File: src/rtl/mdrv_pkg.sv
package mdrv_pkg;

    typedef enum logic [1:0] {
        PS_RUN   = 2'd0,
        PS_PEND  = 2'd1,
        PS_SLEEP = 2'd2,
        PS_WAKE  = 2'd3
    } pwr_st_e;

    typedef enum logic [2:0] {
        MD_OPER  = 3'd0,
        MD_DIS   = 3'd1,
        MD_PEND  = 3'd2,
        MD_SLEEP = 3'd3,
        MD_WAKE  = 3'd4,
        MD_FAULT = 3'd5
    } mode_e;

    typedef struct packed {
        logic bridge;
        logic pump;
        logic indexer;
        logic dsup;
        logic asup;
    } sub_en_t;

endpackage

File: src/rtl/mdrv_pwr_fsm.sv
module mdrv_pwr_fsm
    import mdrv_pkg::*;
#(
    parameter int SLP_W = 8,
    parameter int WAK_W = 8
) (
    input  logic             clk,
    input  logic             rst_n,
    input  logic             awake_req_i,
    input  logic [SLP_W-1:0] sleep_dly_i,
    input  logic [WAK_W-1:0] wake_dly_i,
    output pwr_st_e          state_o
);
    localparam int CNT_W = (SLP_W > WAK_W) ? SLP_W : WAK_W;

    pwr_st_e            state_q, state_d;
    logic [CNT_W-1:0]   cnt_q, cnt_d;
    logic [CNT_W-1:0]   slp_lim, wak_lim;

    assign slp_lim = CNT_W'(sleep_dly_i);
    assign wak_lim = CNT_W'(wake_dly_i);

    always_comb begin
        state_d = state_q;
        cnt_d   = cnt_q;
        unique case (state_q)
            PS_RUN: begin
                if (!awake_req_i) begin
                    state_d = PS_PEND;
                    cnt_d   = '0;
                end
            end
            PS_PEND: begin
                if (awake_req_i) begin
                    state_d = PS_RUN;
                end else if (cnt_q >= slp_lim) begin
                    state_d = PS_SLEEP;
                end else begin
                    cnt_d = cnt_q + 1'b1;
                end
            end
            PS_SLEEP: begin
                if (awake_req_i) begin
                    state_d = PS_WAKE;
                    cnt_d   = '0;
                end
            end
            PS_WAKE: begin
                if (!awake_req_i) begin
                    state_d = PS_PEND;
                    cnt_d   = '0;
                end else if (cnt_q >= wak_lim) begin
                    state_d = PS_RUN;
                end else begin
                    cnt_d = cnt_q + 1'b1;
                end
            end
            default: begin
                state_d = PS_WAKE;
                cnt_d   = '0;
            end
        endcase
    end

    always_ff @(posedge clk or negedge rst_n) begin
        if (!rst_n) begin
            state_q <= PS_WAKE;
            cnt_q   <= '0;
        end else begin
            state_q <= state_d;
            cnt_q   <= cnt_d;
        end
    end

    assign state_o = state_q;

endmodule

File: src/rtl/mdrv_enable_map.sv
module mdrv_enable_map
    import mdrv_pkg::*;
#(
    parameter int AUX_FLT_N = 3
) (
    input  pwr_st_e              state_i,
    input  logic                 drv_en_i,
    input  logic                 uv_flt_i,
    input  logic [AUX_FLT_N-1:0] aux_flt_i,
    output sub_en_t              en_o,
    output mode_e                mode_o
);
    localparam sub_en_t EN_ALL    = '{bridge: 1'b1, pump: 1'b1, indexer: 1'b1, dsup: 1'b1, asup: 1'b1};
    localparam sub_en_t EN_NO_BR  = '{bridge: 1'b0, pump: 1'b1, indexer: 1'b1, dsup: 1'b1, asup: 1'b1};
    localparam sub_en_t EN_DSUP   = '{bridge: 1'b0, pump: 1'b0, indexer: 1'b0, dsup: 1'b1, asup: 1'b0};
    localparam sub_en_t EN_NONE   = '0;

    logic    any_aux;
    sub_en_t awake_en;
    mode_e   awake_mode;

    assign any_aux = |aux_flt_i;

    // Awake map: undervoltage beats auxiliary faults, faults beat enable.
    always_comb begin
        if (uv_flt_i) begin
            awake_en   = EN_DSUP;
            awake_mode = MD_FAULT;
        end else if (any_aux) begin
            awake_en   = EN_NO_BR;
            awake_mode = MD_FAULT;
        end else if (!drv_en_i) begin
            awake_en   = EN_NO_BR;
            awake_mode = MD_DIS;
        end else begin
            awake_en   = EN_ALL;
            awake_mode = MD_OPER;
        end
    end

    // Output process: power state overrides the awake map.
    always_comb begin
        unique case (state_i)
            PS_RUN: begin
                en_o   = awake_en;
                mode_o = awake_mode;
            end
            PS_PEND: begin
                en_o   = awake_en;
                mode_o = MD_PEND;
            end
            PS_SLEEP: begin
                en_o   = EN_NONE;
                mode_o = MD_SLEEP;
            end
            PS_WAKE: begin
                en_o        = awake_en;
                en_o.bridge = 1'b0;
                mode_o      = MD_WAKE;
            end
            default: begin
                en_o   = EN_NONE;
                mode_o = MD_SLEEP;
            end
        endcase
    end

endmodule

File: src/rtl/mdrv_step_indexer.sv
module mdrv_step_indexer #(
    parameter int POS_W = 8
) (
    input  logic             clk,
    input  logic             rst_n,
    input  logic             step_i,
    input  logic             index_en_i,
    input  logic             bridge_en_i,
    input  logic             uv_flt_i,
    output logic [POS_W-1:0] pos_o,
    output logic [POS_W-1:0] bridge_pos_o
);
    logic             step_q;
    logic             step_vld_q;
    logic             uv_q;
    logic             step_rise;
    logic             uv_exit;
    logic [POS_W-1:0] pos_q;
    logic [POS_W-1:0] bpos_q;

    assign step_rise = step_vld_q & step_i & ~step_q;
    assign uv_exit   = uv_q & ~uv_flt_i;

    always_ff @(posedge clk or negedge rst_n) begin
        if (!rst_n) begin
            step_q     <= 1'b0;
            step_vld_q <= 1'b0;
            uv_q       <= 1'b0;
        end else begin
            step_q     <= step_i;
            step_vld_q <= 1'b1;
            uv_q       <= uv_flt_i;
        end
    end

    always_ff @(posedge clk or negedge rst_n) begin
        if (!rst_n) begin
            pos_q <= '0;
        end else if (uv_exit) begin
            pos_q <= '0;
        end else if (step_rise && index_en_i) begin
            pos_q <= pos_q + 1'b1;
        end
    end

    always_ff @(posedge clk or negedge rst_n) begin
        if (!rst_n) begin
            bpos_q <= '0;
        end else if (bridge_en_i) begin
            bpos_q <= pos_q;
        end
    end

    assign pos_o        = pos_q;
    assign bridge_pos_o = bpos_q;

endmodule

File: src/rtl/mdrv_mode_ctrl.sv
module mdrv_mode_ctrl
    import mdrv_pkg::*;
#(
    parameter int SLP_W     = 8,
    parameter int WAK_W     = 8,
    parameter int POS_W     = 8,
    parameter int AUX_FLT_N = 3
) (
    input  logic                 clk,
    input  logic                 rst_n,
    input  logic                 awake_req_i,
    input  logic                 drv_en_i,
    input  logic                 uv_flt_i,
    input  logic [AUX_FLT_N-1:0] aux_flt_i,
    input  logic                 step_i,
    input  logic [SLP_W-1:0]     sleep_dly_i,
    input  logic [WAK_W-1:0]     wake_dly_i,
    output logic                 bridge_en_o,
    output logic                 pump_en_o,
    output logic                 index_en_o,
    output logic                 dsup_en_o,
    output logic                 asup_en_o,
    output logic [2:0]           mode_o,
    output logic [POS_W-1:0]     pos_o,
    output logic [POS_W-1:0]     bridge_pos_o
);
    pwr_st_e pwr_st;
    sub_en_t sub_en;
    mode_e   mode;

    mdrv_pwr_fsm #(
        .SLP_W (SLP_W),
        .WAK_W (WAK_W)
    ) fsm_i (
        .clk         (clk),
        .rst_n       (rst_n),
        .awake_req_i (awake_req_i),
        .sleep_dly_i (sleep_dly_i),
        .wake_dly_i  (wake_dly_i),
        .state_o     (pwr_st)
    );

    mdrv_enable_map #(
        .AUX_FLT_N (AUX_FLT_N)
    ) map_i (
        .state_i   (pwr_st),
        .drv_en_i  (drv_en_i),
        .uv_flt_i  (uv_flt_i),
        .aux_flt_i (aux_flt_i),
        .en_o      (sub_en),
        .mode_o    (mode)
    );

    mdrv_step_indexer #(
        .POS_W (POS_W)
    ) idx_i (
        .clk          (clk),
        .rst_n        (rst_n),
        .step_i       (step_i),
        .index_en_i   (sub_en.indexer),
        .bridge_en_i  (sub_en.bridge),
        .uv_flt_i     (uv_flt_i),
        .pos_o        (pos_o),
        .bridge_pos_o (bridge_pos_o)
    );

    assign bridge_en_o = sub_en.bridge;
    assign pump_en_o   = sub_en.pump;
    assign index_en_o  = sub_en.indexer;
    assign dsup_en_o   = sub_en.dsup;
    assign asup_en_o   = sub_en.asup;
    assign mode_o      = mode;

endmodule

File: config.mk
export PLATFORM = sky130hd
export DESIGN_NAME = mdrv_mode_ctrl
export DESIGN_NICKNAME = d
export VERILOG_FILES = /design/src/rtl/mdrv_pkg.sv /design/src/rtl/mdrv_pwr_fsm.sv /design/src/rtl/mdrv_enable_map.sv /design/src/rtl/mdrv_step_indexer.sv /design/src/rtl/mdrv_mode_ctrl.sv
export SDC_FILE = /design/constraint.sdc
export NUM_CORES = 1
export LEC_CHECK = 0
export ABC_AREA = 0
export CORE_AREA = 3 3 66 68
export DETAILED_ROUTE_END_ITERATION = 6
export DIE_AREA = 0 0 69 71
export DONT_BUFFER_PORTS = 1
export PLACE_DENSITY = 0.75
export SYNTH_ARGS = -nofsm -noshare
export SYNTH_HDL_FRONTEND = slang
export SYNTH_SLANG_ARGS = --single-unit
export TNS_END_PERCENT = 10
File: constraint.sdc
create_clock -name clk -period 3.7 [get_ports clk]
set_input_delay 0 -clock clk [delete_from_list [all_inputs] [get_ports clk]]
set_output_delay 0 -clock clk [all_outputs]
set_load 0.01 [all_outputs]
==> flow_summary_export.csv <==
group,metric,value,unit
timing,timing.final.crit_share,61.64,%
layout,mostFrequentLayoutCells,"sky130_fd_sc_hd__dfrtp_1, sky130_fd_sc_hd__ha_1, sky130_fd_sc_hd__inv_1, sky130_fd_sc_hd__nor2_1, sky130_fd_sc_hd__nand2_1",
place,routabilityCongestion,0.8206,
timing,finalSetupViolations,0,
logic_synthesis,synthesis.area_per_instance,9.937,µm²
floorplanning,floorplan.io_pins,49,
place,detailedPlace.worstSlack,1.437,ns
logic_synthesis,synth.yosys.warnings,0,
clocking,cts.htree.levels,2,
floorplanning,die_y,71,µm
routing,post-route-drc-count,0,
floorplanning,chipWidth,69,µm
clocking,cts_buffer_depth,2,
layout,final_common_cell,"sky130_fd_sc_hd__dfrtp_1",
timing,fin_tns_setup,0,ns
pwr,p_leak,1.092,nW
critical_path,timing.critical_path.fanout_max,10,
logic_synthesis,synth_nets,255,
logic_synthesis,synthesis.instances,206,
pwr,internal-power,0.0007048,W
timing,clock.fmax,438.5,MHz
layout,area_overhead_of_the_layout_relative_to_synthesis,8.924,%
routing,wl_per_cell,15.25,µm
critical_path,cp_max_stage_cell,"sky130_fd_sc_hd__o31a_1",
critical_path,r2r_slack,1.42,ns
floorplanning,design.die.area,4899,µm²
grt,first_global_vias,1537,
routing,drt-vias-per-instance,5.822,
pwr,total_switching_power,0.0004483,W
floorplanning,core_area,3914,µm²
pwr,clockPowerShare,22.7,%
routing,drt-total-wl,4.027,mm
grt,remaining_overflow_grt,0,
layout,diodes,0,
clocking,tritoncts,"built",
clocking,worstSkewPairLatency,0.28,ns
timing,timing_worst_slew_pin_value,0.5840,ns
pwr,power.density_cell_area,517.1,nW/µm²
pwr,sw_frac_of_total,38.88,%
layout,layout.cell_area.non_filler,2230,µm²
critical_path,crit_arrival,2.48,ns
routing,drtIter0Drc,80,
clocking,cts_root_buffer,"sky130_fd_sc_hd__clkbuf_8",
routing,drtPass1Iterations,4,
timing,clock-skew-final,0.007592,ns
grt,grt_antenna_before_repair,0,
layout,proportion_of_layout_cells_with_a_drive_suffix_above_1,15.42,%
critical_path,critPathMaxStageDelay,0.45,ns
floorplanning,initial_utilization,52.30,%
timing,finalCriticalPeriod,2.281,ns
floorplanning,cell_rows,23,
timing,grt_setup_unrepaired,"false",
place,post_detailed_placement_cell_area,2079,µm²
job,maxCapViolations,0,
timing,worst_hold_slack,0.01388,ns
pwr,pwr-share-seq,35.5,%
grt,grt_max_degree,30,
logic_synthesis,synth_edf_count,0,
critical_path,critical_path_required,3.90,ns
logic_synthesis,post_synth_instance_area,2047,µm²
logic_synthesis,synth-seq-area-share,35.57,%
grt,grt_first_pass_wirelength,6.920,mm
worst_hold_path,min_path_type,"input port to flip-flop",
logic_synthesis,synth.ff_latch_count,29,
routing,final_antenna_net_count,0,
place,place_hpwl,3.015,mm
timing,timing_max_transition_violations_final,0,
grt,total_grt_usage,17.31,%
clocking,numCtsBuffers,5,
logic_synthesis,synth_flop_cell,"sky130_fd_sc_hd__dfrtp_1",
critical_path,setup.worst_path.start_class,"flip-flop",
clocking,cts.repair_timing.setup_buffer_count,0,
timing,slew_headroom,60.93,%
pwr,finalPower,0.001153,W
clocking,cts.clk_slew.worst_paths,0.06,ns
logic_synthesis,yosysUniqueCellTypes,51,
timing,worst_slack,1.419,ns
critical_path,crit_path_end_kind,"flip-flop",
logic_synthesis,synth-async-reset-ratio,100.0,%
place,port_buffers,0,
pwr,vdd_ir_drop_max,317.2,µV
critical_path,cp_cell_sequence,"inv_1 > ha_1 > nand2b_4 > a2111oi_2 > o31a_1 > o211a_4 > mux2i_1",
timing,finalHoldViolCount,0,
layout,num-nets-final,262,
critical_path,worstSetupPathType,"flip-flop to flip-flop",
clocking,post_cts_resize_count,0,
status,run_status,"finished clean",
pwr,comb_power_share,41.8,%
routing,vias,1537,
clocking,number_of_sinks_on_the_clock_net,29,
==> path summary, 6_finish.rpt <==
| path | from | cells after the start | end |
|---|---|---|---|
| max | fsm_i.cnt_q[0] | 7 | fsm_i.cnt_q[1] |
| min | uv_flt_i | 4 | idx_i.pos_o[4] |
| max reg2reg | fsm_i.cnt_q[0] | 7 | fsm_i.cnt_q[1] |
| min reg2reg | idx_i.bridge_pos_o[7] | 1 | idx_i.bridge_pos_o[7] |
| max in group asynchronous | rst_n | 2 | fsm_i.state_o[0] |
| min in group asynchronous | rst_n | 2 | fsm_i.cnt_q[6] |
==> cell type report <==
type                            instances  area, µm²
Fill cell                             362       1684
Multi-Input combinational cell        148       1199
Sequential cell                        29      728.2
Clock buffer                            8      90.09
Inverter                               24      90.09
Tap cell                               50      62.56
Timing Repair Buffer                    5      60.06
==> cells in the mapped netlist (3+ instances only) <==
| cell | n | area, µm² |
|---|---|---|
| sky130_fd_sc_hd__nor2b_1 | 3 | 18.77 |
| sky130_fd_sc_hd__ha_1 | 24 | 300.3 |
| sky130_fd_sc_hd__nand3_1 | 6 | 30.03 |
| sky130_fd_sc_hd__mux2i_1 | 4 | 40.04 |
| sky130_fd_sc_hd__mux2_2 | 9 | 101.4 |
| sky130_fd_sc_hd__a32o_1 | 4 | 40.04 |
| sky130_fd_sc_hd__buf_4 | 3 | 22.52 |
| sky130_fd_sc_hd__inv_1 | 23 | 86.33 |
| sky130_fd_sc_hd__dfrtp_1 | 27 | 675.7 |
| sky130_fd_sc_hd__nor2_1 | 20 | 75.07 |
| sky130_fd_sc_hd__nand2_1 | 14 | 52.55 |
| sky130_fd_sc_hd__a31oi_1 | 3 | 18.77 |
| sky130_fd_sc_hd__o2111ai_1 | 8 | 70.07 |
| sky130_fd_sc_hd__nand4_1 | 6 | 37.54 |
| sky130_fd_sc_hd__xor2_1 | 6 | 52.55 |
| sky130_fd_sc_hd__a21oi_1 | 6 | 30.03 |
==> routing by layer <==
| layer | up-vias | share of wire [%] | track usage [%] |
|---|---|---|---|
| li1 | 753 | - | - |
| met1 | 740 | 45 | 21.03 |
| met2 | 35 | 48 | 29.03 |
| met3 | 9 | 4.9 | 5.966 |
| met4 | 0 | 1.3 | 5.423 |
| met5 | - | 0 | 0 |
==> registers in the layout, summed over array words and instances (netlist names), named ones only <==
register and count:
fsm_i.cnt_q 8, idx_i.bridge_pos_o 8, idx_i.pos_o 8, fsm_i.state_o 1
idx_i.step_q 1, idx_i.step_vld_q 1, idx_i.uv_q 1
==> power by group through the flow <==
| stage | Combinational [W] | Clock, W | Sequential [W] |
|---|---|---|---|
| floorplan | 0.000400 | 0 | 0.000399 |
| global placement | 0.000462 | 0 | 0.000413 |
| detailed placement | 0.000468 | 0 | 0.000413 |
| CTS | 0.000485 | 0.000271 | 0.000408 |
| global route | 0.000544 | 0.000282 | 0.000416 |
| finish | 0.000482 | 0.000262 | 0.000409 |
==> worst max-delay path: cells and delay by family, from the launching register on <==
family	cells	cell delay [ns]
AO/OA/AOI/OAI	3	1.06
multiplexers	1	0.18
adder cells (fa/ha/maj)	1	0.29
AND/OR/NAND/NOR	1	0.14
flip-flops	1	0.42
buffers and inverters	1	0.12
==> cells by family after synthesis <==
group,synth area share (%)
compound gates,16.87
xor+xnor,2.995
fa+ha+maj,14.67
buf+inv,5.867
flops,35.57
mux,6.907
other cells,0.1832
simple gates,16.93
==> what timing repair did <==
item                                    CTS  global route
endpoints found under the setup margin    0             0
endpoints found under the hold margin    41             0
hold buffers                              5             0
==> stage by stage <==
stage	cells	utilization, %
finish	264	56.97
global route	264	56.97
CTS	264	56.97
detailed placement	251	53.13
global placement	251	53.13
floorplan	206	-
No activity file was read; power rests on OpenSTA's default activity.
